<file path="src/rtl/bitband_bridge.sv">
module bitband_bridge #(
  parameter logic [31:0] ALIAS_BASE   = 32'h2200_0000,
  parameter logic [31:0] BACKING_BASE = 32'h2000_0000,
  parameter int          WIN_BITS     = 25
) (
  input  logic        clk,
  input  logic        rst_n,
  input  logic        s_req,
  input  logic        s_we,
  input  logic [1:0]  s_size,
  input  logic [31:0] s_addr,
  input  logic [31:0] s_wdata,
  output logic        s_hit,
  output logic        s_ready,
  output logic [31:0] s_rdata,
  output logic        m_rd,
  output logic        m_wr,
  output logic [1:0]  m_size,
  output logic [31:0] m_addr,
  output logic [31:0] m_wdata,
  input  logic [31:0] m_rdata,
  input  logic        m_rvalid,
  input  logic        m_wack
);
  localparam int SHIFTED = WIN_BITS - 5;

  typedef enum logic [2:0] {ST_IDLE, ST_RD, ST_MOD, ST_WR, ST_DONE} st_t;

  st_t         st;
  logic [31:0] addr_q, unit_q, raw_addr, algn_addr, lane_mask;
  logic [4:0]  idx_q, idx_d;
  logic [1:0]  size_q, size_n;
  logic        we_q, set_q, bit_q;

  wire [WIN_BITS-1:0] off = s_addr[WIN_BITS-1:0];

  assign s_hit    = s_addr[31:WIN_BITS] == ALIAS_BASE[31:WIN_BITS];
  assign raw_addr = BACKING_BASE | {{(32-SHIFTED){1'b0}}, off[WIN_BITS-1:5]};
  assign size_n   = (s_size == 2'd3) ? 2'd2 : s_size;

  always_comb begin
    case (size_n)
      2'd0:    begin algn_addr = raw_addr;                idx_d = {2'b00, off[4:2]}; end
      2'd1:    begin algn_addr = {raw_addr[31:1], 1'b0};  idx_d = {1'b0, off[5:2]};  end
      default: begin algn_addr = {raw_addr[31:2], 2'b00}; idx_d = off[6:2];          end
    endcase
  end

  always_comb begin
    case (size_q)
      2'd0:    lane_mask = 32'h0000_00FF;
      2'd1:    lane_mask = 32'h0000_FFFF;
      default: lane_mask = 32'hFFFF_FFFF;
    endcase
  end

  always_ff @(posedge clk) begin
    if (!rst_n) begin
      st     <= ST_IDLE;
      addr_q <= '0;
      unit_q <= '0;
      idx_q  <= '0;
      size_q <= '0;
      we_q   <= 1'b0;
      set_q  <= 1'b0;
      bit_q  <= 1'b0;
    end else begin
      case (st)
        ST_IDLE: if (s_req && s_hit) begin
          addr_q <= algn_addr;
          size_q <= size_n;
          idx_q  <= idx_d;
          we_q   <= s_we;
          set_q  <= s_wdata[0];
          st     <= ST_RD;
        end
        ST_RD: if (m_rvalid) begin
          unit_q <= m_rdata & lane_mask;
          bit_q  <= m_rdata[idx_q];
          st     <= ST_MOD;
        end
        ST_MOD: begin
          if (we_q) begin
            unit_q <= set_q ? (unit_q | (32'd1 << idx_q)) : (unit_q & ~(32'd1 << idx_q));
            st     <= ST_WR;
          end else begin
            st <= ST_DONE;
          end
        end
        ST_WR:   if (m_wack) st <= ST_DONE;
        default: st <= ST_IDLE;
      endcase
    end
  end

  assign m_rd    = st == ST_RD;
  assign m_wr    = st == ST_WR;
  assign m_addr  = addr_q;
  assign m_size  = size_q;
  assign m_wdata = unit_q;
  assign s_ready = st == ST_DONE;
  assign s_rdata = {31'b0, bit_q};
endmodule


</file>
<file path="config.mk">
export PLATFORM = sky130hd
export DESIGN_NAME = bitband_bridge
export DESIGN_NICKNAME = d
export VERILOG_FILES = /design/src/rtl/bitband_bridge.sv
export SDC_FILE = /design/constraint.sdc
export NUM_CORES = 1
export LEC_CHECK = 0
export ABC_AREA = 1
export CAP_MARGIN = 20
export CORE_ASPECT_RATIO = 1.2
export CORE_MARGIN = 3
export CORE_UTILIZATION = 41
export DETAILED_ROUTE_END_ITERATION = 12
export HOLD_SLACK_MARGIN = 0.12
export PLACE_DENSITY = 0.82
export SYNTH_ARGS = -nofsm -noshare
export SYNTH_HDL_FRONTEND = slang
export SYNTH_SLANG_ARGS = --single-unit
export TNS_END_PERCENT = 1
</file>
<file path="constraint.sdc">
create_clock -name clk -period 1.6 [get_ports clk]
set_input_delay 0.24 -clock clk [delete_from_list [all_inputs] [get_ports clk]]
set_output_delay 0.24 -clock clk [all_outputs]
set_load 0.02 [all_outputs]
</file>
Word level (Yosys, flattened, before mapping):

Index checks and enable logic that the tools add are counted.

* order comparisons: 1
* equal/unequal tests: 12
* shift operators: 1
* mux-type cells: 15
* bitwise logic cells: 4
* reduce and logical (&&, ||, !) cells: 9

Operators by type and width (count)
* 32-bit case mux with 2 select lines: 2
* 32-bit 2-to-1 mux: 3
* 32-bit AND: 2
* 32-bit NOT: 1
* 32-bit bitwise OR: 1
* 1-bit by 5-bit left shift with 32-bit output, first input constant: 1
* 3-bit 2-to-1 mux: 4
* 3-bit case mux with 4 select lines: 1
* 5-bit case mux with 2 select lines: 1
* 7-bit by 5-bit == test with 1-bit output, second input constant: 1
* 3-bit by 2-bit == test with 1-bit output, second input constant: 2
* 5-bit by 6-bit < comparator with 1-bit output, second input constant: 1
* 3-bit AND reduction: 2
* 1-bit binary-select mux with 5-bit select: 1
* 2-bit by 1-bit == test with 1-bit output, second input constant: 2
* 2-bit zero test: 2
* 2-bit by 1-bit != test with 1-bit output, second input constant: 2
* 2-bit != test, second input constant: 2
* 2-bit case mux with 2 select lines: 1
* 2-bit AND reduction: 2
* 3-bit by 1-bit == test with 1-bit output, second input constant: 1
* 3-bit == test, second input constant: 1
* 3-bit zero test: 1
* 2-bit == test, second input constant: 1
* 4 further kinds: 4

* flip-flop bits (word level): 75
* bits of input ports: 104
* output and inout bits: 102
* logic and storage cells: 50

Logic depth before layout (Yosys ltp):

* word-level depth: 6
* depth in mapped cells: 11
* mapped depth without buffers: 9

Least setup slack after synthesis:

No wires, ideal clock.

* path kind: reg2reg
* from: reg st[0]
* to: reg with a tool-made name
* library setup time: 0.119 ns
* data arrival time: 1.468 ns
* required time: 1.481 ns
* path slack: 0.013 ns
* stages on the path, launching flop included: 9
* period minus slack after synthesis: 1.587 ns
* cells stage by stage: dfxtp_1 -> inv_1 -> nor3_2 -> nand2_2 -> nand2_8 -> buf_6 -> o21ai_1 -> o21ai_0 -> a21oi_1

RTL lines
* start, declared: RTL line 29 `st_t st;`
* start signal, assigned: RTL line 59 `st <= ST_IDLE;`
* start signal, assigned: RTL line 75 `st <= ST_RD;`
* start signal, assigned: RTL line 80 `st <= ST_MOD;`

==> flow_summary.yaml <==
outcome:
  status: "finished, final reports clean"
logic_synthesis:
  netlist_area_um2: 4050
  synth_edf_count: 0
  synth_ff_type: "dfxtp_1"
  ys_async_sr_fraction_pct: 0
  yosys_warnings: 0
  ys_ff_latch: 66
  avgSynthCellArea_um2: 6.44
  synth_cells: 629
  ys_types: 32
  ys_seq_area_share_pct: 32.6
worst_setup_path:
  path_buf_inv: 1
  crit_chain: "clkdlybuf4s50_1"
  worst_path_largest_cell_delay_ns: 0.62
  cp-start-kind: "flip-flop"
  worst-endpoint-required_ns: 1.36
  endpoint_kind: "output port"
  crit_family: "buffers and inverters"
  path_max_fanout: 2
  critPathKind: "flip-flop to output port"
  slowest_stage: "clkdlybuf4s50_1"
  arrival_ns: 1.32
drt:
  drt_iter0_drc: 405
  wirelength_mm: 13.0
  wl_per_cell_um: 14.6
  drc_errors: 0
  ant_nets: 0
  first_pass_iters: 5
  num_vias: 4584
  vias_per_cell: 5.15
clocking:
  clk_pin_slew_worst_paths_ns: 0.06
  cts_hold_buffers: 0
  cts_tree: "done"
  cts.sinks: 66
  h-tree-depth: 3
  root_buffer: "clkbuf_16"
  clk_path_buf_depth: 2
  clkLatencyLatePin_ns: 0.34
  cts_inserted_buffers: 9
place:
  routabilityCongestion: 0.921
  port_buffers: 130
  post_dp_cell_area_um2: 5380
  dp_slack_ns: -0.422
  dp_hpwl_mm: 9.37
cells_and_area:
  fin_nets: 866
  syn_to_final_growth_pct: 42.9
  num-fill-cells: 913
  antenna-diode-count: 0
  drive_gt1_share_pct: 11.1
  final_cell_area_um2: 5780
power_and_ir_drop:
  ir_drop_v: 0.000497
  leakage_nw: 2.48
  power_density_nw_per_um2: 684
sta:
  period_needed_ns: 1.56
  fin_crit_sh_pct: 97.3
  finalWorstSetupSlack_ns: 0.0426
  hold_viol_final: 0
  rsz0062_at_grt: "yes"
  skew_ns: 0.0100
  finalSetupViolCount: 0
  fmax_mhz: 642
  drv_slew: 0
grt:
  gr-total-overflow: 0
  grt_max_degree: 45
  grt_antenna_before_repair: 0
  grt_pass1_wl_mm: 20.1
  grt_pass1_vias: 4280
  grtUsageTotal_pct: 22.1
floorplan:
  rows: 39
  start_util_pct: 42.3
  die_h_um: 115
  io_pins: 206
  die_x_um: 96.7
  dieArea_um2: 11100
  fp.coreArea_um2: 9560
job:
  maxCapViolCount: 0
worst_hold_path:
  hold_class: "flip-flop to flip-flop"
[timing repair]
item,CTS,global route
cloned,0,3
gates resized for setup,15,37
pin swaps,0,6
setup buffers,0,2
endpoints found under the hold margin,0,0
setup endpoints to repair,27,50
[placed cells by master, fill, tap and decap left out, drive strengths merged]
master / n
o21ai: 98
inv: 49
nand4: 7
clkdlybuf4s50: 119
clkbuf: 12
nor3: 14
and3: 1
buf: 34
clkinv: 5
conb: 42
clkdlybuf4s15: 2
nand2: 108
o211ai: 1
nor4: 1
nor2: 91
dlygate4sd2: 1
dfxtp: 66
dlymetal6s2s: 6
a211oi: 1
o31ai: 7
o32ai: 1
clkinvlp: 2
nand3: 52
a21oi: 47
[path summary, 6_finish.rpt]
path	from	to	slack, ns	cells past startpoint
max reg2reg	st[2]	flip-flop	0.07	8
min reg2reg	flip-flop	flip-flop	0.44	2
max	flip-flop	m_wdata[27]	0.04	1
min	flip-flop	flip-flop	0.44	2
[power by group]
group | switching (W) | internal, W
sequential | 0.00000388 | 0.00165
clock | 0.000779 | 0.00109
combinational | 0.000226 | 0.000206
[metal layers]
layer | vias to the layer above | global-route usage [%] | wire length (um)
met5 | - | 0 | 0
met4 | 0 | 8.43 | 337
met3 | 34 | 7.77 | 1270
met2 | 235 | 40.8 | 6560
met1 | 2073 | 23.2 | 4840
li1 | 2242 | - | -
[cell usage after synthesis (4+ instances only)]
cell | instances | area [um^2]
nor2_1 | 89 | 334
o21ai_2 | 4 | 35.0
nor3_1 | 13 | 65.1
o21ai_1 | 20 | 100
clkbuf_1 | 20 | 75.1
nand2_1 | 102 | 383
a21oi_1 | 47 | 235
buf_6 | 4 | 45.0
o31ai_1 | 7 | 52.6
nand4_1 | 7 | 43.8
inv_1 | 44 | 165
buf_4 | 45 | 338
buf_2 | 13 | 65.1
dfxtp_1 | 66 | 1320
nand3_1 | 52 | 260
inv_2 | 5 | 18.8
o21ai_0 | 74 | 370
[cell families (layout without fill, tap and decap cells)]
group           after synthesis  count (layout)  synth area share [%]
buf+inv                     134             230                  18.0
other cells                   1              42                0.0926
flops                        66              66                  32.6
compound gates              155             155                  20.2
simple gates                273             274                  29.1
[per-stage QoR]
stage / setup TNS (ns) / utilization [%] / hold WS [ns] / power, W / instances
finish: 0 / 60.5 / 0.441 / 0.00395 / 890
global route: -0.306 / 60.5 / 0.456 / 0.00408 / 890
CTS: 0 / 59.3 / 0.443 / 0.00397 / 885
detailed placement: -12.17 / 56.2 / 0.435 / 0.00211 / 869
global placement: -7.15 / 56.2 / 0.434 / 0.00211 / 869
floorplan: 0 / - / 0.375 / 0.00195 / 670
[final cells by class]
type	count	area [um^2]	area share, %
well taps	123	154	2.66
multi-input cells	471	2200	38.0
flip-flops and latches	66	1330	22.9
inverters	50	188	3.24
repair buffers	164	1640	28.3
clock inverters	6	42.5	0.735
clock buffers	10	239	4.13
Note: power is estimated with default switching activity, not from simulation.
